--- config.mk ---
export PLATFORM = sky130hd
export DESIGN_NAME = stall_detect
export DESIGN_NICKNAME = d
export VERILOG_FILES = /design/src/rtl/stall_pkg.sv /design/src/rtl/coil_decode.sv /design/src/rtl/sat_step.sv /design/src/rtl/stall_detect.sv
export SDC_FILE = /design/constraint.sdc
export NUM_CORES = 1
export LEC_CHECK = 0
export BUFFER_PORTS_ARGS = -buffer_cell sky130_fd_sc_hd__buf_2
export CORE_MARGIN = 3
export CORE_UTILIZATION = 55
export DETAILED_ROUTE_END_ITERATION = 12
export PLACE_DENSITY_LB_ADDON = 0.15
export SLEW_MARGIN = 20
export SYNTH_ARGS = -nofsm -noshare
export SYNTH_HDL_FRONTEND = slang
export SYNTH_SLANG_ARGS = --single-unit
export TNS_END_PERCENT = 50
--- constraint.sdc ---
create_clock -name clk -period 3.9 [get_ports clk]
set_input_delay 0.39 -clock clk [delete_from_list [all_inputs] [get_ports clk]]
set_output_delay 0.39 -clock clk [all_outputs]
set_load 0.05 [all_outputs]
--- src/rtl/stall_pkg.sv ---
package stall_pkg;
    typedef enum logic [1:0] {
        PH_IDLE  = 2'd0,
        PH_BLANK = 2'd1,
        PH_INTEG = 2'd2
    } phase_e;

    localparam logic [1:0] DRV_FLOAT = 2'b00;
    localparam logic [1:0] DRV_POS   = 2'b01;
    localparam logic [1:0] DRV_NEG   = 2'b10;
endpackage

--- src/rtl/coil_decode.sv ---
module coil_decode
    import stall_pkg::*;
(
    input  logic [1:0] step_idx,
    input  logic       pol_inv,
    output logic [1:0] drv_a,
    output logic [1:0] drv_b
);
    logic [1:0] drv [2];

    // Even index powers coil A, odd index powers coil B; upper bit picks sign.
    for (genvar g = 0; g < 2; g++) begin : g_coil
        always_comb begin
            if (step_idx[0] == 1'(g))
                drv[g] = (step_idx[1] ^ pol_inv) ? DRV_NEG : DRV_POS;
            else
                drv[g] = DRV_FLOAT;
        end
    end

    assign drv_a = drv[0];
    assign drv_b = drv[1];
endmodule

--- src/rtl/sat_step.sv ---
module sat_step #(
    parameter int ACC_W = 16
) (
    input  logic signed [ACC_W-1:0] acc_in,
    input  logic                    up,
    output logic signed [ACC_W-1:0] acc_nxt
);
    localparam logic signed [ACC_W:0] MAX_V = (ACC_W+1)'((1 << (ACC_W-1)) - 1);
    localparam logic signed [ACC_W:0] MIN_V = -(ACC_W+1)'(1 << (ACC_W-1));

    logic signed [ACC_W:0] wide;

    always_comb begin
        wide = up ? ({acc_in[ACC_W-1], acc_in} + (ACC_W+1)'(1))
                  : ({acc_in[ACC_W-1], acc_in} - (ACC_W+1)'(1));
        if (wide > MAX_V)
            acc_nxt = MAX_V[ACC_W-1:0];
        else if (wide < MIN_V)
            acc_nxt = MIN_V[ACC_W-1:0];
        else
            acc_nxt = wide[ACC_W-1:0];
    end
endmodule

--- src/rtl/stall_detect.sv ---
module stall_detect
    import stall_pkg::*;
#(
    parameter int CNT_W = 16,
    parameter int ACC_W = 16
) (
    input  logic                    clk,
    input  logic                    rst_n,
    input  logic                    step_go,
    input  logic                    dir_ccw,
    input  logic                    pol_inv,
    input  logic [CNT_W-1:0]        blank_len,
    input  logic [CNT_W-1:0]        integ_len,
    input  logic signed [ACC_W-1:0] threshold,
    input  logic                    sd_bit,
    output logic [1:0]              coil_a,
    output logic [1:0]              coil_b,
    output logic signed [ACC_W-1:0] acc_out,
    output logic                    stall,
    output logic                    irq
);
    localparam int IDX_W = 2;

    typedef struct packed {
        phase_e                  phase;
        logic [IDX_W-1:0]        idx;
        logic [CNT_W-1:0]        cnt;
        logic signed [ACC_W-1:0] acc;
        logic                    stall;
        logic                    irq;
    } state_t;

    state_t q, d;
    logic signed [ACC_W-1:0] acc_step;
    logic                    cnt_last;

    sat_step #(.ACC_W(ACC_W)) u_sat (
        .acc_in (q.acc),
        .up     (sd_bit),
        .acc_nxt(acc_step)
    );

    coil_decode u_coil (
        .step_idx(q.idx),
        .pol_inv (pol_inv),
        .drv_a   (coil_a),
        .drv_b   (coil_b)
    );

    // A reload of 0 behaves like 1: every phase lasts at least one cycle.
    assign cnt_last = (q.cnt[CNT_W-1:1] == '0);

    always_comb begin
        d     = q;
        d.irq = 1'b0;
        unique case (q.phase)
            PH_IDLE: begin
                if (step_go) begin
                    d.phase = PH_BLANK;
                    d.idx   = dir_ccw ? q.idx - 1'b1 : q.idx + 1'b1;
                    d.cnt   = blank_len;
                    d.acc   = '0;
                end
            end
            PH_BLANK: begin
                if (cnt_last) begin
                    d.phase = PH_INTEG;
                    d.cnt   = integ_len;
                end else begin
                    d.cnt = q.cnt - 1'b1;
                end
            end
            PH_INTEG: begin
                d.acc = acc_step;
                if (cnt_last) begin
                    d.phase = PH_IDLE;
                    d.stall = (acc_step < threshold);
                    d.irq   = 1'b1;
                end else begin
                    d.cnt = q.cnt - 1'b1;
                end
            end
            default: d.phase = PH_IDLE;
        endcase
    end

    always_ff @(posedge clk or negedge rst_n) begin
        if (!rst_n) begin
            q.phase <= PH_IDLE;
            q.idx   <= '0;
            q.cnt   <= '0;
            q.acc   <= '0;
            q.stall <= 1'b0;
            q.irq   <= 1'b0;
        end else begin
            q <= d;
        end
    end

    assign acc_out = q.acc;
    assign stall   = q.stall;
    assign irq     = q.irq;
endmodule

## After elaboration in Yosys (flattened, before gate mapping)

Index checks and enable logic that the tools add are counted.

| storage, ports and cells | value |
|---|---|
| memories | 0 |
| latch bits | 0 |
| bits of input ports | 54 |
| output and inout port bits | 22 |
| ROM bits | 0 |
| register bits after elaboration | 38 |
| logic and storage cells | 47 |
| RAM bits | 0 |

| cells by class | value |
|---|---|
| bitwise operators | 1 |
| reductions and logical operators | 9 |
| multiply operators | 0 |
| muxes and demuxes | 17 |
| equal/unequal tests | 6 |
| add/sub/neg operators | 5 |
| shifts and indexed selects | 0 |
| order comparisons | 3 |
| div/mod/pow operators | 0 |

Operators with widths:

| kind | number |
|---|---|
| $mux 16 | 4 |
| $pmux 16 s3 | 1 |
| $mux 36 | 1 |
| $pmux 16 s2 | 1 |
| $add 16x2->17 const B | 1 |
| $gt 17x16->1 const B | 1 |
| $lt 17x16->1 const B | 1 |
| $mux 17 | 1 |
| $sub 16x2->17 const B | 1 |
| $lt 16x16->1 | 1 |
| $sub 16x1->16 const B | 1 |
| $logic_not 15->1 | 1 |
| $mux 2 | 6 |
| $ne 2x2->1 const B | 4 |
| $pmux 2 s3 | 1 |
| $reduce_and 2->1 | 3 |
| $reduce_and 3->1 | 2 |
| $reduce_bool 3->1 | 1 |
| $add 2x1->2 const B | 1 |
| $eq 2x1->1 const B | 1 |
| $eq 2x2->1 const B | 1 |
| $logic_not 2->1 | 1 |
| $mux 1 | 2 |
| $reduce_bool 2->1 | 1 |
| 2 further kinds | 2 |

## Logic depth before layout (Yosys ltp)

Gate-level depths: netlist of the first run.

| logic depth | value |
|---|---|
| depth after elaboration | 6 |
| mapped depth | 19 |

## Cells and area by module

Synthesis of the first run repeated with hierarchy kept, for this count alone.

| second synthesis, totals | value |
|---|---|
| cell total of the unflattened synthesis | 438 |
| area, all modules | 3,766.1 um^2 |

Modules (own cells, without submodules):

| module | cells each | area an instance (um^2) | times used | sequential area each (um^2) |
|---|---|---|---|---|
| stall_detect | 305 | 2,742.6 | 1 | 950.9 |
| sat_step | 127 | 985.9 | 1 | 0.0 |
| coil_decode | 6 | 37.5 | 1 | 0.0 |

## Worst setup path before layout of the first run

Ideal clock, no wire load.

| path | value |
|---|---|
| kind | input to register |
| from | input port sd_bit |
| to | register stall (netlist name) |
| path slack | 0.120 ns |
| stages on the path | 17 |
| data arrival time | 3.647 ns |
| data required time | 3.768 ns |
| setup time | 0.132 ns |
| path through | inv_1 > ha_1 > a21o_1 > a221oi_2 > o221a_4 > o22ai_4 > and4_1 > buf_2 > nor2_1 > nor2_1 > ha_1 > a211oi_1 > nor2b_1 > o31ai_1 > nand2_1 > a211oi_1 > o22ai_1 |

| on the way | value |
|---|---|
| longest elaborated chain between the ends | 5 |
| elaborated cells between the ends (all ways) | 6 |
| those cells by class | 3 x order compare; 3 x mux |

Ends and longest elaborated chain:

| element | RTL line | RTL |
|---|---|---|
| start: declaration | stall_detect.sv:15 | `input logic sd_bit,` |
| $mux 17 (*) | sat_step.sv:14 | `wide = up ? ({acc_in[ACC_W-1], acc_in} + (ACC_W+1)'(1))` |
| $lt 17x16->1 | sat_step.sv:18 | `else if (wide < MIN_V)` |
| $mux 16 | sat_step.sv:18 |  |
| $mux 16 (*) | sat_step.sv:16 | `if (wide > MAX_V)` |
| $lt 16x16->1 (*) | stall_detect.sv:77 | `d.stall = (acc_step < threshold);` |

Every way passes the cells marked *; elsewhere a longest branch is shown, timed or not.
A chain may end at the register's enable or synchronous reset.

## Final worst setup path of the first run

| path | value |
|---|---|
| from | register q (netlist bit acc_out[4]) |
| to | register stall (netlist name) |

| on the way | value |
|---|---|
| longest elaborated chain between the ends | 6 |
| elaborated cells between the ends (all ways) | 8 |
| those cells by class | 2 x add/sub; 3 x order compare; 3 x mux |

Ends and longest elaborated chain:

| element | RTL line | RTL |
|---|---|---|
| start: declaration | stall_detect.sv:33 | `state_t q, d;` |
| $sub 16x2->17 / $add 16x2->17 (equally long branches) | sat_step.sv:15, sat_step.sv:14 |  |
| $mux 17 (*) | sat_step.sv:14 |  |
| $lt 17x16->1 | sat_step.sv:18 |  |
| $mux 16 | sat_step.sv:18 |  |
| $mux 16 (*) | sat_step.sv:16 |  |
| $lt 16x16->1 (*) | stall_detect.sv:77 |  |

Marked as above.

==> results of run 1 <==
-- final cells by class --
class                           count  area (µm²)
Multi-Input combinational cell    325        2420
Fill cell                         478        1880
Sequential cell                    38         952
Timing Repair Buffer              101         574
Inverter                           29         113
Tap cell                           75        93.8
Clock buffer                        5        68.8
Clock inverter                      3        68.8
-- registers in the layout, summed over array words and instances (netlist names) --
signal / count
acc_out: 16
irq: 1
q: 20
stall: 1
-- synthesized netlist by cell type, types with 7 or more instances --
cell / n
nor3_1: 7
o2bb2ai_1: 16
dfrtp_1: 38
o21ai_1: 9
xor2_1: 17
inv_1: 29
a21o_1: 11
buf_4: 18
nand2_1: 24
ha_1: 35
nand3_1: 9
clkbuf_1: 8
a22oi_1: 16
a21oi_1: 38
o21ai_0: 7
xnor2_1: 12
nor2_1: 43
-- report_power, final --
group	switching, mW	internal [mW]	total (mW)
registers	0.129	0.492	0.622
logic	0.562	0.374	0.936
clock network	0.154	0.257	0.411
total	0.846	1.12	1.97
-- layer usage --
metal	track usage [%]	share of wire (%)
met3	3.97	7.8
met2	39.8	45
met5	0	0
met4	6.14	0.92
met1	35.5	46
-- repair_timing --
| action | 4_1_cts | 5_1_grt |
|---|---|---|
| gates resized for setup | 0 | 13 |
| hold buffers | 0 | 0 |
| hold endpoints to repair | 0 | 0 |
| buffers inserted | 0 | 4 |
| endpoints found under the setup margin | 0 | 1 |
-- cells by family (layout without fill, tap and decap cells) --
| group | after synthesis | after routing | share of synthesized area (%) |
|---|---|---|---|
| adders and majority gates | 41 | 41 | 14.1 |
| xor gates and xnor gates | 29 | 29 | 7.00 |
| DFF | 38 | 38 | 26.2 |
| and+or+nand+nor | 122 | 122 | 16.9 |
| AOI/OAI and AO/OA | 133 | 133 | 27.1 |
| buffers and inverters | 61 | 138 | 8.69 |
-- through the flow --
stage          hold slack, ns  area (µm²)  instances
6_report                0.214        4290        576
4_1_cts                 0.223        4200        572
3_5_place_dp            0.524        4060        564
2_1_floorplan          0.0944        3630        424
5_1_grt                 0.267        4290        576
3_3_place_gp            0.506        4060        564
-- path summary, 6_finish.rpt --
kind                          endpoint  slack, ns  cells past startpoint
min in group clk                 q[18]       0.40                      3
max in group asynchronous   acc_out[0]       3.08                      1
setup reg to reg                 stall       0.19                     15
hold reg to reg            acc_out[10]       0.54                      2
setup / recovery                 stall       0.19                     15
hold / removal             acc_out[10]       0.21                      1
-- cells in the final DEF, fill, tap and decap left out, types with 7 or more instances in the layout --
| cell | instances |
|---|---|
| buf_2 | 75 |
| nor2_1 | 42 |
| a21oi_1 | 37 |
| dfrtp_1 | 37 |
| ha_1 | 32 |
| inv_1 | 28 |
| buf_4 | 25 |
| nand2_1 | 24 |
| xor2_1 | 17 |
| a22oi_1 | 16 |
| o2bb2ai_1 | 16 |
| xnor2_1 | 12 |
| a21o_1 | 11 |
| nand3_1 | 9 |
| o21ai_1 | 9 |
| o21ai_0 | 7 |
==> run_results.csv, run 1 <==
group,metric,value,unit
pwr,power_density,459,mW/mm²
clock_tree,cts_max_path_buffers,2,
global_route,grt_max_degree,39,
die,initial_core_util,58.9,%
route,wl,9250,µm
yosys,synth-seq-area-share,26.2,%
setup_path,cp_top_family,"compound AO/OA/AOI/OAI gates",
setup_path,cp_slowest_stage_delay,0.43,ns
clock_tree,clkTransAtPathRegs,0.08,ns
timing,setup_ws,0.194,ns
placed_design,place.gp.congestion,1.02,
pwr,max-vdd-ir-drop,503,µV
timing,setup_violations,0,
setup_path,cp_max_fo,5,
route,first_pass_iters,5,
yosys,synth_nets,514,
timing,setup_tns,0,ns
pwr,p_leak,2.07,nW
route,antenna_left,0,
clock_tree,cts_buffers,5,
die,die-height,87.2,µm
die,fp.dieW,87.2,µm
setup_path,cp_common_cell,"a21o_1",
global_route,grt_util_all_layers,25.0,%
route,vias,3440,
die,core,0.00617,mm²
yosys,synth_top_cell_area_share,26.2,%
cells_and_area,antenna_cells,0,
setup_path,path_buf_inv,0,
clock_tree,clock_sink_count,38,
timing,period_needed,3.71,ns
die,row_count,28,
clock_tree,clk_latency,0.30,ns
pwr,p_total,1.97,mW
cells_and_area,final_nets,590,
job,max_cap_violations,0,
die,io_pins,76,
route,dr.first_iter.drc_count,166,
route,drc,0,
placed_design,port_buffers,75,
setup_path,cp-start-kind,"register",
timing,maxSlewViolCount,0,
global_route,antenna_found_initial,0,
global_route,grt_pass1_vias,3217,
clock_tree,cts_tree,"yes",
placed_design,dp_worst_setup_slack,-0.0723,ns
worst_hold_path,hold_class,"in2async",
setup_path,crit_slowest_cell,"dfrtp_1",
yosys,synthTopCellsByArea,"dfrtp_1 (26%), ha_1 (12%), a21oi_1 (5.2%)",
setup_path,critPathKind,"reg2reg",
setup_path,cp_data_required_time,4.13,ns
yosys,yosys.area.top_type,"dfrtp_1",
yosys,post_synth.cell_area_avg,8.56,µm²
outcome,status,"finished, final reports clean",
setup_path,cp.arrival,3.93,ns
cells_and_area,areaGrowthSynthToFinish,18.1,%
setup_path,worstPathCellList,"ha_1 -> a21o_1 -> a31o_2 -> o2111ai_4 -> o211ai_4 -> and3_4 -> maj3_2 -> ha_1 -> a21o_1 -> a21o_1 -> a21oi_1 -> o2111ai_1 -> o21ai_0 -> o211ai_1 -> o22ai_1",
setup_path,r2r_start,"acc_out[4]",
cells_and_area,drive_gt1_share,27.9,%
yosys,synth_async_sr_flop_share,100,%
yosys,netlist_area,0.00363,mm²
placed_design,hpwlAfterDp,6900,µm
yosys,ys_ff_latch,38,
timing,hold_viol_final,0,
setup_path,startpoint,"acc_out[4]",
timing,max_slew_margin,26.7,%
die,die_area,0.00761,mm²
route,viasPerCell,5.97,
yosys,synth_edf_count,0,
cells_and_area,final_core_util,69.5,%
clock_tree,cts_root_buf,"clkbuf_8",
yosys,synth_warnings,0,
timing,clock_skew,0.0140,ns
yosys,synthCells,424,
timing,period_share,95.0,%
yosys,synth_ff_type,"dfrtp_1",
setup_path,endpoint_kind,"register",
global_route,gr-total-overflow,0,
global_route,grt_pass1_wl,15200,µm
timing,tightestPinTransition,1.10,ns
timing,max_clock_freq,0.270,GHz
route,post_drt_wl_per_cell,16.1,µm
clock_tree,ctsHtreeMaxLevel,2,
yosys,synth_cell_types,62,
(Power assumes the default switching activity.)
==> run 2, diff against run 1 <==
- CELL_PAD_IN_SITES_DETAIL_PLACEMENT: unset -> 1
- CELL_PAD_IN_SITES_GLOBAL_PLACEMENT: unset -> 2
- CORE_UTILIZATION: 55 -> 33
- SLEW_MARGIN: 20 -> unset
- SYNTH_HIERARCHICAL: unset -> 1
==> run 2 against run 1 <==
Against the previous run:
- critical path depth down 2
- count of clock-buffer cells in the layout rose by 2
- clock power shrank 1%
- global-route usage down 5.9 points
- register-to-register slack better by 0.05 ns
- combinational power grew 74%
- first-iteration DRC count is 64% lower
- routed wire length up 32%
- final cell count is 12% higher
==> run_results.csv, run 2 <==
group,metric,value,unit
yosys,synth_async_sr_flop_share,100,%
cells_and_area,layout_common_cells,"buf_2 (75), dfrtp_1 (38), ha_1 (34)",
timing,maxSlewViolCount,0,
route,antenna_left,0,
placed_design,place.gp.congestion,0.867,
pwr,power_density,602,mW/mm²
die,core,0.0110,mm²
die,fp.dieW,113,µm
timing,max_slew_margin,37.3,%
die,row_count,38,
pwr,p_total,2.68,mW
route,wl,12200,µm
yosys,synth_cell_types,68,
job,max_cap_violations,0,
global_route,grt_pass1_vias,3887,
global_route,grt_util_all_layers,19.1,%
clock_tree,cts_tree,"yes",
yosys,synth_ff_type,"dfrtp_1",
yosys,synth-seq-area-share,25.2,%
setup_path,endpoint_kind,"register",
setup_path,r2r_slack,0.25,ns
die,die_area,0.0127,mm²
cells_and_area,antenna_cells,0,
cells_and_area,largest_register_ffs,20,
global_route,gr-total-overflow,0,
route,first_pass_iters,4,
global_route,grt_pass1_wl,19900,µm
route,post_drt_wl_per_cell,18.8,µm
pwr,p_leak,2.10,nW
timing,period_share,93.6,%
cells_and_area,areaGrowthSynthToFinish,18.1,%
cells_and_area,area.sequential,951,µm²
clock_tree,ctsHtreeMaxLevel,2,
yosys,netlist_area,0.00377,mm²
timing,tightestPinTransition,0.941,ns
pwr,p_switching,1.34,mW
yosys,synthTopCellsByArea,"dfrtp_1 (25%), ha_1 (12%), a22o_1 (4.0%)",
cells_and_area,final_common_cell,"buf_2",
pwr,combPwrFrac,60.9,%
setup_path,critPathKind,"reg2reg",
setup_path,cp-start-kind,"register",
yosys,yosys.area.top_type,"dfrtp_1",
timing,period_needed,3.65,ns
timing,clock_skew,0.00567,ns
cells_and_area,drive_gt1_share,26.4,%
clock_tree,clock_sink_count,38,
setup_path,r2r_start,"acc_out[4]",
cells_and_area,fill_cells,1332,
timing,hold_ws,0.247,ns
timing,setup_violations,0,
pwr,pwr-share-clk,15.2,%
yosys,synth_warnings,6,
global_route,grt_max_degree,39,
clock_tree,cts_root_buf,"clkbuf_16",
yosys,ys_top_cells_by_count,"dfrtp_1 (38), ha_1 (35), nand2_1 (33), inv_1 (32), a21oi_1 (23)",
pwr,seq_power_share,23.9,%
clock_tree,cts_buffers,5,
route,viasPerCell,5.53,
clock_tree,postCtsHoldBufs,0,
placed_design,hpwlAfterDp,9460,µm
worst_hold_path,hold_class,"in2async",
yosys,post-synth-top-count-cell,"dfrtp_1",
timing,hold_viol_final,0,
cells_and_area,multiInputGateArea,0.00251,mm²
timing,max_clock_freq,0.274,GHz
yosys,post_synth.cell_area_avg,8.60,µm²
pwr,p_sw_share,49.9,%
die,io_pins,76,
yosys,synthCells,438,
placed_design,port_buffers,75,
setup_path,cp.arrival,3.88,ns
setup_path,r2r_end,"stall",
yosys,synth_nets,528,
clock_tree,cts_max_path_buffers,2,
setup_path,cp_max_fo,6,
setup_path,cp_data_required_time,4.12,ns
pwr,max-vdd-ir-drop,219,µV
cells_and_area,final_nets,597,
outcome,status,"finished, final reports clean",
route,dr.first_iter.drc_count,60,
global_route,antenna_found_initial,0,
yosys,synth_edf_count,0,
setup_path,rr_worst_depth,13,
pwr,intPower,1.34,mW
die,initial_core_util,34.3,%
route,drc,0,
clock_tree,clk_latency,0.29,ns
route,vias,3577,
die,die-height,113,µm
yosys,synth_top_cell_area_share,25.2,%
cells_and_area,largest_register,"q",
clock_tree,clkTransAtPathRegs,0.06,ns
yosys,ys_ff_latch,38,
## run 2: cell count changes after synthesis, moves of 10 or more
cell | before | now
a22oi_1 | 16 | 2
o2bb2ai_1 | 16 | 2
o21ai_0 | 7 | 19
a22o_1 | 6 | 17
a21oi_2 | 1 | 11
nor2_1 | 43 | 18
a21oi_1 | 38 | 23
## run 2: layout make-up
class	instances	area share, %
clock buffer	7	2.98
inverter	32	2.70
multi-input combinational	331	56.5
sequential	38	21.4
tap	140	3.94
timing repair buffer	99	12.5
## run 2: layer usage
metal	share of wire, %	global-route usage, %	vias up
met3	2.5	3.21	16
met5	0	0	-
met1	44	23.2	1747
li1	-	-	1758
met4	1.7	4.57	0
met2	52	34.9	56
## run 2: logic make-up (layout without fill, tap and decap cells)
| logic type | Yosys count | count (layout) | synth area share (%) |
|---|---|---|---|
| compound gates | 140 | 140 | 28.4 |
| simple gates | 124 | 124 | 17.6 |
| buf+inv | 69 | 138 | 9.24 |
| fa+ha+maj | 39 | 39 | 13.0 |
| flops | 38 | 38 | 25.2 |
| xor+xnor | 27 | 27 | 6.28 |
| mux | 1 | 1 | 0.266 |
## run 2: critical path, stage by stage (launching register included)
cell       delay, ns
dfrtp_1         0.40
ha_2            0.33
a21o_1          0.19
a31o_2          0.26
o31ai_4         0.32
mux2i_4         0.38
nand3_4         0.16
a21oi_2         0.25
ha_1            0.28
a21o_1          0.18
a2111oi_1       0.36
o21ai_0         0.14
a211o_1         0.28
nand2_1         0.06
## run 2: worst max path at each step
stage               slack, ns  endpoint  cells past startpoint  startpoint
floorplan                0.21     stall                     16      sd_bit
detailed placement      -0.02     stall                     16      sd_bit
CTS                      0.17     stall                     13  acc_out[1]
global placement         0.06     stall                     17      sd_bit
finish                   0.25     stall                     13  acc_out[4]
global route          -0.0003     stall                     14  acc_out[4]
## run 2: repair_timing
item,in CTS,in global routing
setup buffers,0,1
resized for setup,0,9
hold endpoints to repair,0,0
endpoints found under the setup margin,0,1
## run 2: through the flow
| stage | cell area, µm² | setup slack (ns) | TNS, ns | std cells | utilization, % |
|---|---|---|---|---|---|
| finish | 4450 | 0.249 | 0 | 647 | 40.5 |
| global route | 4450 | -0.000295 | -0.000295 | 647 | 40.5 |
| CTS | 4390 | 0.168 | 0 | 646 | 40.0 |
| detailed placement | 4260 | -0.0182 | -0.0182 | 639 | 38.8 |
| global placement | 4260 | 0.0567 | 0 | 639 | 38.8 |
| floorplan | 3770 | 0.210 | 0 | 438 | - |
## run 2: power groups by stage
stage          clock network, mW  logic (mW)  registers (mW)
6_report                   0.407        1.63           0.640
5_1_grt                    0.432        1.81           0.661
4_1_cts                    0.413        1.61           0.640
3_5_place_dp                   0        1.61           0.645
3_3_place_gp                   0        1.57           0.638
2_1_floorplan                  0        1.21           0.593
